### src/rtl/clkgen_pkg.sv
package clkgen_pkg;

  typedef struct packed {
    logic       usb;
    logic [1:0] rate;
    logic       inv;
  } clk_cfg_t;

  function automatic int max_of4(input int a, input int b, input int c, input int d);
    int m;
    m = a;
    if (b > m) m = b;
    if (c > m) m = c;
    if (d > m) m = d;
    return m;
  endfunction

endpackage

### src/rtl/bclk_div.sv
module bclk_div #(
  parameter int HW = 3
) (
  input  logic          clk,
  input  logic          rst,
  input  logic          run,
  input  logic [HW-1:0] half_len,
  output logic          bclk_q,
  output logic          fall_tick
);

  logic [HW-1:0] hcnt;
  logic          at_end;

  assign at_end    = (hcnt == half_len - HW'(1));
  assign fall_tick = run & at_end & bclk_q;

  always_ff @(posedge clk) begin
    if (rst || !run) begin
      hcnt   <= '0;
      bclk_q <= 1'b0;
    end else if (at_end) begin
      hcnt   <= '0;
      bclk_q <= ~bclk_q;
    end else begin
      hcnt <= hcnt + HW'(1);
    end
  end

  // a half period of more than one clock never ends in the cycle right after a rise
  assert_no_short_high_R1: assert property (@(posedge clk) disable iff (rst)
    (run && $past(run) && half_len > HW'(1) && $rose(bclk_q)) |-> !fall_tick);

  // the counter never passes the selected half period
  assert_half_in_range_R1: assert property (@(posedge clk) disable iff (rst)
    run |-> (hcnt < half_len));

endmodule

### src/rtl/frame_seq.sv
module frame_seq #(
  parameter int CW = 11
) (
  input  logic          clk,
  input  logic          rst,
  input  logic          run,
  input  logic          tick,
  input  logic [CW-1:0] frame_len,
  input  logic [CW-1:0] high_len,
  output logic          adc_lrc,
  output logic          dac_lrc
);

  logic [CW-1:0] pos;
  logic [CW-1:0] pos_nxt;
  logic          armed;

  assign pos_nxt = (pos == frame_len - CW'(1)) ? '0 : pos + CW'(1);

  always_ff @(posedge clk) begin
    if (rst || !run) begin
      pos     <= '0;
      armed   <= 1'b0;
      adc_lrc <= 1'b0;
      dac_lrc <= 1'b0;
    end else if (tick) begin
      if (!armed) begin
        armed   <= 1'b1;
        pos     <= '0;
        adc_lrc <= 1'b1;
        dac_lrc <= 1'b1;
      end else begin
        pos     <= pos_nxt;
        adc_lrc <= (pos_nxt < high_len);
        dac_lrc <= (pos_nxt < high_len);
      end
    end
  end

  // frame clocks move only on a bit-clock falling-edge strobe
  assert_lrc_on_tick_R5: assert property (@(posedge clk) disable iff (rst)
    (run && $past(run) && adc_lrc != $past(adc_lrc)) |-> $past(tick));

  // position stays inside the frame
  assert_pos_in_frame_R4: assert property (@(posedge clk) disable iff (rst)
    run |-> (pos < frame_len));

  // both frame clocks agree
  assert_lrc_match_R7: assert property (@(posedge clk) disable iff (rst)
    adc_lrc == dac_lrc);

endmodule

### src/rtl/audio_clkgen.sv
module audio_clkgen
  import clkgen_pkg::*;
#(
  parameter int HALF_0 = 2,
  parameter int HALF_1 = 3,
  parameter int HALF_2 = 4,
  parameter int HALF_3 = 6,
  parameter int USBF_0 = 250,
  parameter int USBF_1 = 272,
  parameter int USBF_2 = 375,
  parameter int USBF_3 = 1500,
  parameter int BITS_PER_FRAME = 64
) (
  input  logic       clk,
  input  logic       rst,
  input  logic       usb_mode,
  input  logic [1:0] rate_sel,
  input  logic       bclk_inv,
  input  logic       standby,
  output logic       bclk,
  output logic       adc_lrc,
  output logic       dac_lrc
);

  localparam int MAX_HALF  = max_of4(HALF_0, HALF_1, HALF_2, HALF_3);
  localparam int MAX_USBF  = max_of4(USBF_0, USBF_1, USBF_2, USBF_3);
  localparam int MAX_FRAME = (MAX_USBF > BITS_PER_FRAME) ? MAX_USBF : BITS_PER_FRAME;
  localparam int HW = $clog2(MAX_HALF + 1);
  localparam int CW = $clog2(MAX_FRAME + 1);
  localparam int HALF_TBL [4] = '{HALF_0, HALF_1, HALF_2, HALF_3};
  localparam int USBF_TBL [4] = '{USBF_0, USBF_1, USBF_2, USBF_3};

  clk_cfg_t      cfg_q;
  logic          run_q;
  logic          run_d;
  logic          run_en;
  logic [HW-1:0] half_len;
  logic [CW-1:0] frame_len;
  logic [CW-1:0] high_len;
  logic          div_bclk;
  logic          div_tick;
  logic          seq_tick;
  logic          bclk_raw;

  always_ff @(posedge clk) begin
    if (rst) begin
      run_q <= 1'b0;
      run_d <= 1'b0;
      cfg_q <= '0;
    end else begin
      run_q <= ~standby;
      run_d <= run_q;
      if (!run_q) begin
        cfg_q.usb  <= usb_mode;
        cfg_q.rate <= rate_sel;
        cfg_q.inv  <= bclk_inv;
      end
    end
  end

  assign run_en   = run_q & ~standby;
  assign half_len = HW'(HALF_TBL[cfg_q.rate]);

  generate
    if (MAX_USBF > 0) begin : g_usb_len
      assign frame_len = cfg_q.usb ? CW'(USBF_TBL[cfg_q.rate]) : CW'(BITS_PER_FRAME);
    end else begin : g_div_len
      assign frame_len = CW'(BITS_PER_FRAME);
    end
  endgenerate

  assign high_len = frame_len >> 1;
  assign seq_tick = cfg_q.usb ? (run_q & run_d) : div_tick;

  bclk_div #(.HW(HW)) u_div (
    .clk       (clk),
    .rst       (rst),
    .run       (run_en & ~cfg_q.usb),
    .half_len  (half_len),
    .bclk_q    (div_bclk),
    .fall_tick (div_tick)
  );

  frame_seq #(.CW(CW)) u_seq (
    .clk       (clk),
    .rst       (rst),
    .run       (run_en),
    .tick      (seq_tick),
    .frame_len (frame_len),
    .high_len  (high_len),
    .adc_lrc   (adc_lrc),
    .dac_lrc   (dac_lrc)
  );

  assign bclk_raw = cfg_q.usb ? ~clk : div_bclk;
  assign bclk     = run_q & (bclk_raw ^ cfg_q.inv);

  // standby parks every output low on the next edge
  assert_standby_low_R8: assert property (@(posedge clk) disable iff (rst)
    standby |=> (!adc_lrc && !dac_lrc && !bclk));

  // captured configuration holds while running
  assert_cfg_held_R10: assert property (@(posedge clk) disable iff (rst)
    (run_q && $past(run_q)) |-> $stable(cfg_q));

endmodule

### config.mk
export PLATFORM = sky130hd
export DESIGN_NAME = audio_clkgen
export DESIGN_NICKNAME = d
export VERILOG_FILES = /design/src/rtl/clkgen_pkg.sv /design/src/rtl/bclk_div.sv /design/src/rtl/frame_seq.sv /design/src/rtl/audio_clkgen.sv
export SDC_FILE = /design/constraint.sdc
export NUM_CORES = 1
export LEC_CHECK = 0
export BUFFER_PORTS_ARGS = -buffer_cell sky130_fd_sc_hd__buf_2
export CORE_MARGIN = 2
export CORE_UTILIZATION = 29
export DETAILED_ROUTE_END_ITERATION = 8
export HOLD_SLACK_MARGIN = 0.02
export PLACE_DENSITY = 0.42
export SLEW_MARGIN = 5
export SYNTH_ARGS = -nofsm -noshare
export SYNTH_HDL_FRONTEND = slang
export SYNTH_SLANG_ARGS = --single-unit
### constraint.sdc
create_clock -name clk -period 3.8 [get_ports clk]
set_input_delay 0.38 -clock clk [delete_from_list [all_inputs] [get_ports clk]]
set_output_delay 0.38 -clock clk [all_outputs]
set_load 0.02 [all_outputs]
==> impl_table.tex <==
\begin{tabular}{lr}
\hline
Metric & Value \\
\hline
\multicolumn{2}{l}{\textbf{Outcome}} \\
\quad Status & completed \\
\multicolumn{2}{l}{\textbf{Timing}} \\
\quad Slew of the pin with the lowest slew margin & approximately 650 ps \\
\quad Relative slew slack & 0.569 \\
\quad Final worst-path cycle share & 0.912 \\
\quad Final clock skew & 5.72 ps \\
\quad Final setup violation count & 0 \\
\quad Count of final hold-check violations & 0 \\
\quad Final slew viol count & 0 \\
\quad Final Critical Period & 3460 ps \\
\quad Fmax & just under 300 MHz \\
\quad Setup slack after layout & 336 ps \\
\quad RSZ-0062 raised after global routing & false \\
\quad Post-Route Setup TNS & 0 ps \\
\multicolumn{2}{l}{\textbf{Synthesis}} \\
\quad Number of synthesized flops with an enable pin & 0 \\
\quad Synthesized netlist net count & 258 \\
\quad Number of instances in the synthesized netlist & $\sim$230 \\
\quad Cell variety after synth & 51 \\
\quad Flip-flop and latch count after synthesis & 23 \\
\quad Post-synthesis instance area & 1910 um\^{}2 \\
\quad Total number of yosys warnings & 0 \\
\quad Post-synthesis sequential area ratio & 0.241 \\
\quad Post-synth ARST share & 0 \\
\quad Most frequently used flop master after synthesis & dfxtp\_1 \\
\quad Mean instance size in the synthesized netlist & 8.15 um\^{}2 \\
\multicolumn{2}{l}{\textbf{Placed design}} \\
\quad Setup Slack @ Placement & $\sim$290 ps \\
\quad Final weighted congestion of routability-driven global placement & 0.779 \\
\quad Number of buffers added on ports & 9 \\
\quad Post-detailed-placement half-perimeter wirelength & 3370 um \\
\multicolumn{2}{l}{\textbf{Pwr}} \\
\quad Total power of the final layout & around 0.56 mW \\
\quad Power per cell area & 265 nW/um\^{}2 \\
\quad Maximum vdd ir drop & 102 uV \\
\quad Leakage power total & 0.810 nW \\
\multicolumn{2}{l}{\textbf{Critical path}} \\
\quad Required arrival time at the worst endpoint & slightly above 4000 ps \\
\quad Cell-by-cell trace of the critical path & inv\_1 -> ha\_1 -> o21ai\_1 -> ha\_1 -> and4b\_1 -> or3\_1 -> nand4\_2 -> nor3\_4 -> nor2\_1 -> ha\_1 -> a21oi\_1 -> nand3\_1 -> nor4\_1 -> o31ai\_1 -> a21oi\_1 \\
\quad Type of destination of the critical path & flop \\
\quad Data arrival, critical path & around 3800 ps \\
\quad Element type at the critical path start & flop \\
\quad Most used cell along the critical path & ha\_1 \\
\quad Critical path type & flop to flop \\
\quad Top Family by Delay on Critical Path & simple AND/OR/NAND/NOR gates \\
\quad Stage delay of the slowest cell on the critical path & 480 ps \\
\quad Cell with the biggest individual delay on the critical path & dfxtp\_1 \\
\quad Number of buffer and inverter stages on the critical path & 1 \\
\quad Largest driver fanout on the critical path & 8 \\
\multicolumn{2}{l}{\textbf{Die}} \\
\quad Starting utilization of the core area & 0.300 \\
\quad Area enclosed by the die boundary & between 7000 and 8000 um\^{}2 \\
\quad Placeable core region & 6350 um\^{}2 \\
\quad FP Rows & 29 \\
\quad Floorplan die width & 85.1 um \\
\quad Y dimension of the die & 85.1 um \\
\quad Number of top-level pins & 10 \\
\multicolumn{2}{l}{\textbf{Global route}} \\
\quad All-layer global routing usage & 0.135 \\
\quad Global-route wire length before repair & 7690 um \\
\quad Maximum number of pins on one net before global-route repair & 23 \\
\quad Overflow after GRT & 0 \\
\quad Initial antenna violation count & 0 \\
\quad Vias in the first global route & 1,596 \\
\multicolumn{2}{l}{\textbf{Run}} \\
\quad Max-cap violations & 0 \\
\multicolumn{2}{l}{\textbf{Detailed routing}} \\
\quad Iteration count of the initial detailed-routing pass & 4 \\
\quad Number of violations reported at the end of detailed-routing iteration 0 & 72 \\
\quad Total number of vias & around 1,600 \\
\quad Vias per std cell & 5.02 \\
\quad Final Routed Wirelength & 4410 um \\
\quad Count of nets left with antenna violations after detail routing & 0 \\
\quad DRC violation count after routing & 0 \\
\quad Average wire per cell in the routed design & 13.9 um \\
\multicolumn{2}{l}{\textbf{Finish}} \\
\quad Nets@finish & $\sim$270 \\
\quad Fraction of layout cells with a size suffix above 1 & 0.137 \\
\quad Area taken by multi-input logic gates & roughly 1300 um\^{}2 \\
\quad Antenna diodes & 0 \\
\quad Register area & 460 um\^{}2 \\
\quad Final Core Density & 0.332 \\
\quad Layout filler cell count & 667 \\
\quad Growth of design area from synthesis to finish & 10.4\% \\
\multicolumn{2}{l}{\textbf{CTS}} \\
\quad Clock tree from TritonCTS & built \\
\quad Post-CTS setup buffer count & 0 \\
\quad Clock edge transition at the registers on the reported setup and hold paths & 90 ps \\
\quad CTS resizes & 0 \\
\quad Clock latency at the later pin of the worst-skew pair & between 300 and 400 ps \\
\quad Count of hold buffers inserted by post-cts repair & 0 \\
\multicolumn{2}{l}{\textbf{Min path}} \\
\quad Class of the tightest hold or removal check & input pin to flop \\
\hline
\end{tabular}
[kinds of logic after synthesis]
family | Yosys count | synth area share
AND/OR/NAND/NOR | 96 | 0.277
buffers and inverters | 23 | 0.0584
XOR/XNOR | 22 | 0.108
AO/OA/AOI/OAI | 47 | 0.172
flip-flops | 23 | 0.241
adder cells (fa/ha/maj) | 18 | 0.117
multiplexers | 5 | 0.0269
[layer usage]
layer / global-route usage / part of all wire
met1: 0.176 / 0.52
met2: 0.209 / 0.43
met3: 0.0253 / 0.021
met4: 0.0765 / 0.027
met5: 0 / 0
[worst register-to-register path, cell delays in order (launching register included)]
cell	delay [ps]
dfxtp_1	480
inv_1	130
ha_1	260
o21ai_1	190
ha_1	260
and4b_1	230
or3_1	140
nand4_2	180
nor3_4	380
nor2_1	100
ha_1	320
a21oi_1	160
nand3_1	110
nor4_1	210
o31ai_1	120
a21oi_1	150
[metrics by stage]
stage,area [um^2],cells,hold WS [ps]
finish,2110,318,201
global route,2110,318,207
CTS,2100,318,191
detailed placement,2010,311,464
global placement,2010,311,457
floorplan,1910,234,429
[worst paths after layout]
check | from | to | slack [ps] | depth (start not counted)
setup / recovery | cfg_q[2] | u_seq.dac_lrc | 340 | 15
hold / removal | standby | run_q | 200 | 2
setup reg to reg | cfg_q[2] | u_seq.dac_lrc | 340 | 15
hold reg to reg | u_div.hcnt[0] | u_div.hcnt[0] | 480 | 1
[power by group]
group          leakage (nW)  internal, mW  switching, mW
Clock                0.0594         0.143         0.0997
Sequential            0.187         0.245        0.00598
Combinational         0.564        0.0287         0.0368
Total                 0.810         0.416          0.143
[layout make-up]
class,instances,share of cell area
timing repair buffer,14,0.0404
multi-input combinational,188,0.637
clock buffer,7,0.0416
clock inverter,1,0.00238
inverter,8,0.0143
tap,77,0.0457
sequential,23,0.219
[state kept, by name (all words and copies together) (netlist names)]
register / count
u_div.hcnt: 3
u_seq.dac_lrc: 1
u_seq.armed: 1
u_div.bclk_q: 1
u_seq.pos: 11
cfg_q: 4
run_d: 1
run_q: 1
[cell usage in the layout (no fill, tap or decap), types with 2 or more instances in the layout]
cell type,instances
a21o_1,6
nand2b_1,4
nor2_1,21
xnor2_1,13
nor2b_1,4
nand2_1,22
xor2_1,8
inv_1,8
o21ai_0,4
a2bb2oi_2,2
a31o_1,3
nand4_2,2
a21oi_1,16
clkbuf_8,6
ha_1,17
nor3_2,2
dfxtp_1,23
mux2i_1,4
nor3_1,3
nand3_1,11
and2_1,3
buf_4,6
nor4b_1,2
a32o_1,2
buf_2,9
o21ai_1,4
and4b_1,2
or3_1,8
o21bai_1,2
or4_1,3
[Yosys cell counts, types with 2 or more instances]
cell,n,area share
a21o_1,6,0.024
inv_1,8,0.016
buf_4,2,0.0079
buf_2,8,0.021
or3_1,8,0.026
o21ai_0,4,0.010
nor4b_1,2,0.0092
a32o_1,2,0.010
nor2_1,21,0.041
and2_1,3,0.0098
dfxtp_1,23,0.24
nand4_2,2,0.013
a21oi_1,16,0.042
or4_1,3,0.012
nand2b_1,4,0.013
clkbuf_1,3,0.0059
and4b_1,2,0.010
o21bai_1,2,0.0079
a31o_1,3,0.014
o21ai_1,4,0.010
nand3_1,11,0.029
a2bb2oi_2,2,0.016
nor2b_1,4,0.013
xnor2_1,13,0.060
mux2i_1,4,0.021
nor3_2,3,0.016
xor2_1,8,0.037
ha_1,17,0.11
nand2_1,22,0.043
nor3_1,3,0.0079
Note: power is estimated with default switching activity, not from simulation.
